==> src/rtl/fsg_pkg.sv <==
package fsg_pkg;
  localparam int NUM_CH = 2;
  localparam int CH_OC  = 0;
  localparam int CH_BOV = 1;

  typedef struct packed {
    logic              clrAll;
    logic [NUM_CH-1:0] run;
    logic [NUM_CH-1:0] inc;
  } fsg_strobe_t;
endpackage

==> src/rtl/fsg_chan.sv <==
module fsg_chan #(
  parameter int BLANK = 34000,
  parameter int CNT_W = 4
) (
  input  logic             clk,
  input  logic             rstN,
  input  logic             flag,
  input  logic             run,
  input  logic             inc,
  input  logic             clr,
  output logic             qual,
  output logic             sat,
  output logic [CNT_W-1:0] cnt
);
  localparam int TW = $clog2(BLANK + 1);
  localparam logic [TW-1:0] LAST = TW'(BLANK - 1);
  localparam logic [CNT_W-1:0] MAXC = {CNT_W{1'b1}};

  logic [TW-1:0] timer;

  assign qual = flag & run & (timer == LAST);
  assign sat  = (cnt == MAXC);

  always_ff @(posedge clk or negedge rstN) begin
    if (!rstN) begin
      timer <= '0;
    end else if (clr || !flag || !run || qual) begin
      timer <= '0;
    end else begin
      timer <= timer + 1'b1;
    end
  end

  always_ff @(posedge clk or negedge rstN) begin
    if (!rstN) begin
      cnt <= '0;
    end else if (clr) begin
      cnt <= '0;
    end else if (inc && !sat) begin
      cnt <= cnt + 1'b1;
    end
  end

  // count moves by at most one step
  p_cnt_step_r6: assert property (@(posedge clk) disable iff (!rstN)
    !clr |=> (cnt == $past(cnt) || cnt == $past(cnt) + 1'b1));
  // a saturated counter holds
  p_sat_hold_r8: assert property (@(posedge clk) disable iff (!rstN)
    (sat && !clr) |=> sat);
  // a count only follows a high flag
  p_cnt_needs_flag_r4: assert property (@(posedge clk) disable iff (!rstN)
    (cnt != $past(cnt) && !$past(clr)) |-> $past(flag));
endmodule

==> src/rtl/fsg_dp.sv <==
module fsg_dp
  import fsg_pkg::*;
#(
  parameter int OC_BLANK  = 34000,
  parameter int BOV_BLANK = 36000,
  parameter int CNT_W     = 4
) (
  input  logic              clk,
  input  logic              rstN,
  input  logic [NUM_CH-1:0] flags,
  input  fsg_strobe_t       stb,
  output logic [NUM_CH-1:0] qual,
  output logic [NUM_CH-1:0] sat,
  output logic [CNT_W-1:0]  ocCount,
  output logic [CNT_W-1:0]  bovCount
);
  logic [CNT_W-1:0] cntArr [NUM_CH];

  for (genvar i = 0; i < NUM_CH; i++) begin : g_ch
    localparam int BL = (i == CH_OC) ? OC_BLANK : BOV_BLANK;
    fsg_chan #(.BLANK(BL), .CNT_W(CNT_W)) u_chan (
      .clk  (clk),
      .rstN (rstN),
      .flag (flags[i]),
      .run  (stb.run[i]),
      .inc  (stb.inc[i]),
      .clr  (stb.clrAll),
      .qual (qual[i]),
      .sat  (sat[i]),
      .cnt  (cntArr[i])
    );
  end

  assign ocCount  = cntArr[CH_OC];
  assign bovCount = cntArr[CH_BOV];
endmodule

==> src/rtl/fsg_ctrl.sv <==
module fsg_ctrl
  import fsg_pkg::*;
(
  input  logic              clk,
  input  logic              rstN,
  input  logic [NUM_CH-1:0] flags,
  input  logic              rearmPulse,
  input  logic              restartDone,
  input  logic [NUM_CH-1:0] qual,
  input  logic [NUM_CH-1:0] sat,
  output fsg_strobe_t       stb,
  output logic              tripReq,
  output logic              latchOff
);
  logic [NUM_CH-1:0] armed;

  always_comb begin
    stb.clrAll = rearmPulse;
    stb.run    = armed & {NUM_CH{~latchOff}};
    stb.inc    = qual & {NUM_CH{~rearmPulse}};
  end

  for (genvar i = 0; i < NUM_CH; i++) begin : g_arm
    always_ff @(posedge clk or negedge rstN) begin
      if (!rstN) begin
        armed[i] <= 1'b1;
      end else if (rearmPulse) begin
        armed[i] <= 1'b1;
      end else if (stb.inc[i]) begin
        armed[i] <= 1'b0;
      end else if (!flags[i] && restartDone) begin
        armed[i] <= 1'b1;
      end
    end
  end

  always_ff @(posedge clk or negedge rstN) begin
    if (!rstN) begin
      tripReq  <= 1'b0;
      latchOff <= 1'b0;
    end else if (rearmPulse) begin
      tripReq  <= 1'b0;
      latchOff <= 1'b0;
    end else begin
      tripReq <= |stb.inc;
      if (|(stb.inc & sat)) latchOff <= 1'b1;
    end
  end

  // latch is sticky until rearm
  p_latch_sticky_r9: assert property (@(posedge clk) disable iff (!rstN)
    (latchOff && !rearmPulse) |=> latchOff);
  // no turn-off requests once latched
  p_no_trip_latched_r9: assert property (@(posedge clk) disable iff (!rstN)
    (latchOff && !rearmPulse) |=> !tripReq);
  // latch rises together with a turn-off request
  p_latch_with_trip_r8: assert property (@(posedge clk) disable iff (!rstN)
    $rose(latchOff) |-> tripReq);
endmodule

==> src/rtl/fault_strike_guard.sv <==
module fault_strike_guard
  import fsg_pkg::*;
#(
  parameter int OC_BLANK  = 34000,
  parameter int BOV_BLANK = 36000,
  parameter int CNT_W     = 4
) (
  input  logic             clk,
  input  logic             rstN,
  input  logic             ocRaw,
  input  logic             bovRaw,
  input  logic             rearmPulse,
  input  logic             restartDone,
  output logic             tripReq,
  output logic             latchOff,
  output logic [CNT_W-1:0] ocCount,
  output logic [CNT_W-1:0] bovCount
);
  fsg_strobe_t       stb;
  logic [NUM_CH-1:0] qual;
  logic [NUM_CH-1:0] sat;
  logic [NUM_CH-1:0] flags;

  assign flags = {bovRaw, ocRaw};

  fsg_ctrl u_ctrl (
    .clk         (clk),
    .rstN        (rstN),
    .flags       (flags),
    .rearmPulse  (rearmPulse),
    .restartDone (restartDone),
    .qual        (qual),
    .sat         (sat),
    .stb         (stb),
    .tripReq     (tripReq),
    .latchOff    (latchOff)
  );

  fsg_dp #(.OC_BLANK(OC_BLANK), .BOV_BLANK(BOV_BLANK), .CNT_W(CNT_W)) u_dp (
    .clk      (clk),
    .rstN     (rstN),
    .flags    (flags),
    .stb      (stb),
    .qual     (qual),
    .sat      (sat),
    .ocCount  (ocCount),
    .bovCount (bovCount)
  );

  // rearm clears everything on the next edge
  p_rearm_clears_r10: assert property (@(posedge clk) disable iff (!rstN)
    rearmPulse |=> (ocCount == '0 && bovCount == '0 && !latchOff && !tripReq));
endmodule

==> config.mk <==
export PLATFORM = sky130hd
export DESIGN_NAME = fault_strike_guard
export DESIGN_NICKNAME = d
export VERILOG_FILES = /design/src/rtl/fsg_pkg.sv /design/src/rtl/fsg_chan.sv /design/src/rtl/fsg_dp.sv /design/src/rtl/fsg_ctrl.sv /design/src/rtl/fault_strike_guard.sv
export SDC_FILE = /design/constraint.sdc
export NUM_CORES = 1
export LEC_CHECK = 0
export ABC_CLOCK_PERIOD_IN_PS = 2450
export BUFFER_PORTS_ARGS = -buffer_cell sky130_fd_sc_hd__clkbuf_2
export CORE_ASPECT_RATIO = 0.75
export CORE_MARGIN = 2
export CORE_UTILIZATION = 45
export DETAILED_ROUTE_END_ITERATION = 8
export PLACE_DENSITY_LB_ADDON = 0.12
export SLEW_MARGIN = 20
export SYNTH_ARGS = -nofsm -noshare
export SYNTH_HDL_FRONTEND = slang
export SYNTH_HIERARCHICAL = 1
export SYNTH_SLANG_ARGS = --single-unit
==> constraint.sdc <==
create_clock -name clk -period 2.45 [get_ports clk]
set_input_delay 0.6125 -clock clk [delete_from_list [all_inputs] [get_ports clk]]
set_output_delay 0.6125 -clock clk [all_outputs]
set_load 0.02 [all_outputs]
Word-level counts from Yosys, hierarchy flattened. Index checks and enable logic that the tools add are counted.

Bits in registers: 44. Bits in latches: 0. Bits in writable memories: 0. Memory bits (read-only): 0. Input port bits: 6. Word-level logic and storage cells: 63. Memories: 0.

$add $sub $neg: 4. $mul: 0. Divide/modulo/power cells: 0. $lt $le $gt $ge: 0. Eq/ne operators: 4. Shift operators: 0. Mux-type cells: 15. Bitwise operators: 9. Reductions and logical operators: 23.

Operator list (number): $add A16 B1 Y16 const B (2); $eq A16 B16 Y1 const B (2); $mux W16 (2); $mux W4 (4); $mux W1 (9); $add A4 B1 Y4 const B (2); $eq A4 B4 Y1 const B (2); $and A2 B2 Y2 (3); $logic_not A1 Y1 (6); $logic_or A1 B1 Y1 (6); $reduce_bool A2 Y1 (3); $reduce_bool A3 Y1 (2); $and A1 B1 Y1 (4); $logic_and A1 B1 Y1 (4); $reduce_or A2 Y1 (2); $not A1 Y1 (2).

Longest topological paths before layout.
Word-level depth: 9. Gate-level depth with buffers: 8.

By module. The synthesis kept the hierarchy.

By module, submodules not included: fsg_chan (u_dp.g_ch[0].u_chan) (instances 1, cells each 101, area an instance 1023.5 µm², seq. area each 500.5 µm²); fsg_chan (u_dp.g_ch[1].u_chan) (instances 1, cells each 104, area an instance 1011.0 µm², seq. area each 500.5 µm²); fsg_ctrl (instances 1, cells each 19, area an instance 193.9 µm², seq. area each 102.6 µm²).

Least setup slack after synthesis. Ideal clock, no wire load.

Kind: flip-flop to flip-flop. From: reg u_dp.g_ch[1].u_chan.timer[0]. To: reg u_dp.g_ch[1].u_chan.cnt[3]. Arrival: 1.740 ns. Data required time: 2.331 ns. Setup slack: 0.592 ns. Cell stages (with the launch flop): 9. Buffers on the path: 0. Period minus slack after synthesis: 1.858 ns. Path through: dfrtp_1 ha_1 and4_2 nand4_1 nor2_1 nor2b_1 nand3_1 xor2_1 nor2_1.

RTL lines: start, declared (line fsg_chan.sv:19) `logic [TW-1:0] timer;`; start signal, assigned (line fsg_chan.sv:30) `timer <= timer + 1'b1;`; end signal, assigned (line fsg_chan.sv:40) `cnt <= cnt + 1'b1;`; end, declared (line fsg_chan.sv:13) `output logic [CNT_W-1:0] cnt`.

==> results.cfg <==
[routing]
drt_iter0_markers = 73
vias_per_cell = 5.29
firstDrtPassIters = 4
drcViolationCount = 0
antenna_left = 0
routedWlPerCell_um = 13.5
num_vias = 1620
drt-total-wl_mm = 4.12

[floorplanning]
ios = 16
die_x_um = 85.3
initial_utilization = 0.463
core_mm2 = 0.00482
dieArea_mm2 = 0.00554
die_h_um = 64.9
placementRows = 22

[clocking]
cts_sinks = 44
cts.hold.buffers_added = 0
cts_root_buf = clkbuf_8
clock_latency_ps = 290
cts_buffers = 5
htreeDepth = 2
post_cts_buffers = 0
clock_path_buffers = 2
cts_tree = built
cts-resized-gates = 0
clkTransAtPathRegs_ps = 80

[setup_path]
required_ps = 2620
critPathTopFamily = simple AND/OR/NAND/NOR gates
ff2ff_path_depth = 8
critPathLaunch = u_dp/g_ch[1].u_chan/timer[0]$_DFF_PN0_
crit_fanout = 5
cp_data_arrival_time_ps = 2350
cp_num_buf_inv = 0
regToRegStartpoint = u_dp/g_ch[1].u_chan/timer[0]$_DFF_PN0_
crit_top_cell = nor2_1
worstSetupPathType = register to register
slowest_delay_ps = 430
worst-path-stages = 8
ff2ff_setup_slack_ps = 280
crit_chain = ha_1 -> and4_2 -> nand4_1 -> nor2_1 -> nor2b_1 -> nand2_1 -> xor2_1 -> nor2_1
cpMaxStageDelayCell = dfrtp_1
start_kind = register
end_kind = register
reg2reg_to = u_dp/g_ch[1].u_chan/cnt[0]$_DFFE_PN0P_

[grt]
use_met1 = 0.253
grt_max_degree = 45
top_usage_layer = met1
grt_pass1_wl_mm = 7.48
met2_usage = 0.250
grt_usage = 0.172
gr-total-overflow = 0
grt_pass1_vias = 1607
grt_use_met3 = 0.0395
antenna_found_initial = 0

[finish]
drive_above_1_share = 0.167
layout.nets = 255
syn2layout_area_growth_pct = 11.4
diodes = 0

[place]
hpwlAfterDp_mm = 2.83
routabilityCongestion = 0.762
io_buffer_count = 15
place_ws_ps = 302

[sta]
hold_violations = 0
fin_crit_sh = 0.887
rsz0062_at_grt = no
slew_violations = 0
final-setup-viol-count = 0
fmax_ghz = 0.460
whs_ps = 287
max-slew-margin-rel = 0.619
fin_ws_ps = 276
tightest_slew_ps = 570
fin_setup_tns_ps = 0
skew_ps = 1.66
period_needed_ps = 2170

[power]
leakagePower_nw = 1.07
peakVddDrop_v = 0.000239
power_density_mw_per_mm2 = 500
power_mw = 1.24

[yosys]
syn_nets = 234
async_reset_ff_frac = 1.00
ys.flop_type = dfrtp_1
synth.distinct_cells = 32
synth_area_mm2 = 0.00223
avgSynthCellArea_um2 = 9.95
yosysSeqAreaShare = 0.495
syn_inst = 224
synth-edff-count = 0
ys_ff_latch = 44
ys_warn_count = 6

[status]
status = completed

[run]
cap_violations = 0

[worst_hold_path]
hold_class = input port to asynchronous set/reset pin
-- synthesized netlist by cell type, drive strengths merged (2+ instances only) --
cell	n	area, um^2
a21oi	7	35.0
and3	3	18.8
and4b	2	20.0
buf	4	25.0
dfrtp	42	1050
dfstp	2	52.6
ha	4	50.1
inv	5	18.8
nand2	21	78.8
nand3	14	85.1
nand4	10	96.4
nor2	45	174
nor2b	4	25.0
nor3	10	50.1
nor4	7	56.3
nor4b	2	17.5
nor4bb	3	30.0
o21bai	2	15.0
xnor2	20	175
xor2	11	96.3
-- state kept, by name (all words and copies together), names as in the netlist --
| signal | flops |
|---|---|
| u_dp/g_ch.u_chan/timer | 32 |
| u_dp/g_ch.u_chan/cnt | 8 |
| u_ctrl/armed | 2 |
| u_ctrl/latchOff | 1 |
| u_ctrl/tripReq | 1 |
-- where the power goes --
part | switching (mW) | internal (mW)
clock | 0.237 | 0.229
combinational | 0.0319 | 0.0104
sequential | 0.00357 | 0.729
-- worst max path at each step --
stage | slack (ps) | endpoint
6_report | 280 | u_dp/g_ch[1].u_chan/cnt[0]$_DFFE_PN0P_
5_1_grt | 30 | u_dp/g_ch[1].u_chan/cnt[3]$_DFFE_PN0P_
4_1_cts | 280 | u_dp/g_ch[1].u_chan/cnt[0]$_DFFE_PN0P_
3_5_place_dp | 300 | u_dp/g_ch[1].u_chan/cnt[3]$_DFFE_PN0P_
3_3_place_gp | 360 | u_dp/g_ch[1].u_chan/cnt[3]$_DFFE_PN0P_
2_1_floorplan | 590 | u_dp/g_ch[1].u_chan/cnt[3]$_DFFE_PN0P_
-- cell type report --
cell class	instances	area [um^2]
Clock buffer	7	86.3
Clock inverter	1	7.51
Inverter	5	18.8
Sequential cell	44	1100
Fill cell	442	2330
Multi-Input combinational cell	171	1080
Tap cell	60	75.1
Timing Repair Buffer	18	110
-- layer usage --
metal	vias up	wire, um
li1	810	-
met1	777	2270
met2	26	1650
met3	7	154
met4	0	50
met5	-	0
-- per-stage QoR --
step                      instance area, um^2  instances   util
after global placement                   2390        298  0.496
after global routing                     2480        306  0.515
after detailed placement                 2390        298  0.496
after floorplan                          2230        224      -
after CTS                                2480        306  0.515
final                                    2480        306  0.515
-- cell families (layout without fill, tap and decap cells) --
| kind of cell | count (synthesis) | count (layout) | synth area share |
|---|---|---|---|
| simple gates | 125 | 125 | 0.308 |
| flops | 44 | 44 | 0.495 |
| compound gates | 11 | 11 | 0.0326 |
| fa+ha+maj | 4 | 4 | 0.0225 |
| buf+inv | 9 | 31 | 0.0197 |
| xor+xnor | 31 | 31 | 0.122 |
-- cells in the final DEF (no fill, tap or decap), drive strengths merged, types with 2 or more instances in the layout --
| cell | n |
|---|---|
| nand3 | 14 |
| nor3 | 10 |
| dfstp | 2 |
| a21oi | 7 |
| xnor2 | 20 |
| and3 | 3 |
| nor2 | 45 |
| nor4b | 2 |
| nor4bb | 3 |
| clkbuf | 22 |
| and4b | 2 |
| dfrtp | 42 |
| xor2 | 11 |
| o21bai | 2 |
| buf | 3 |
| nor2b | 4 |
| nand4 | 10 |
| ha | 4 |
| nor4 | 7 |
| inv | 5 |
| nand2 | 21 |
No activity file was read; power rests on OpenSTA's default activity.
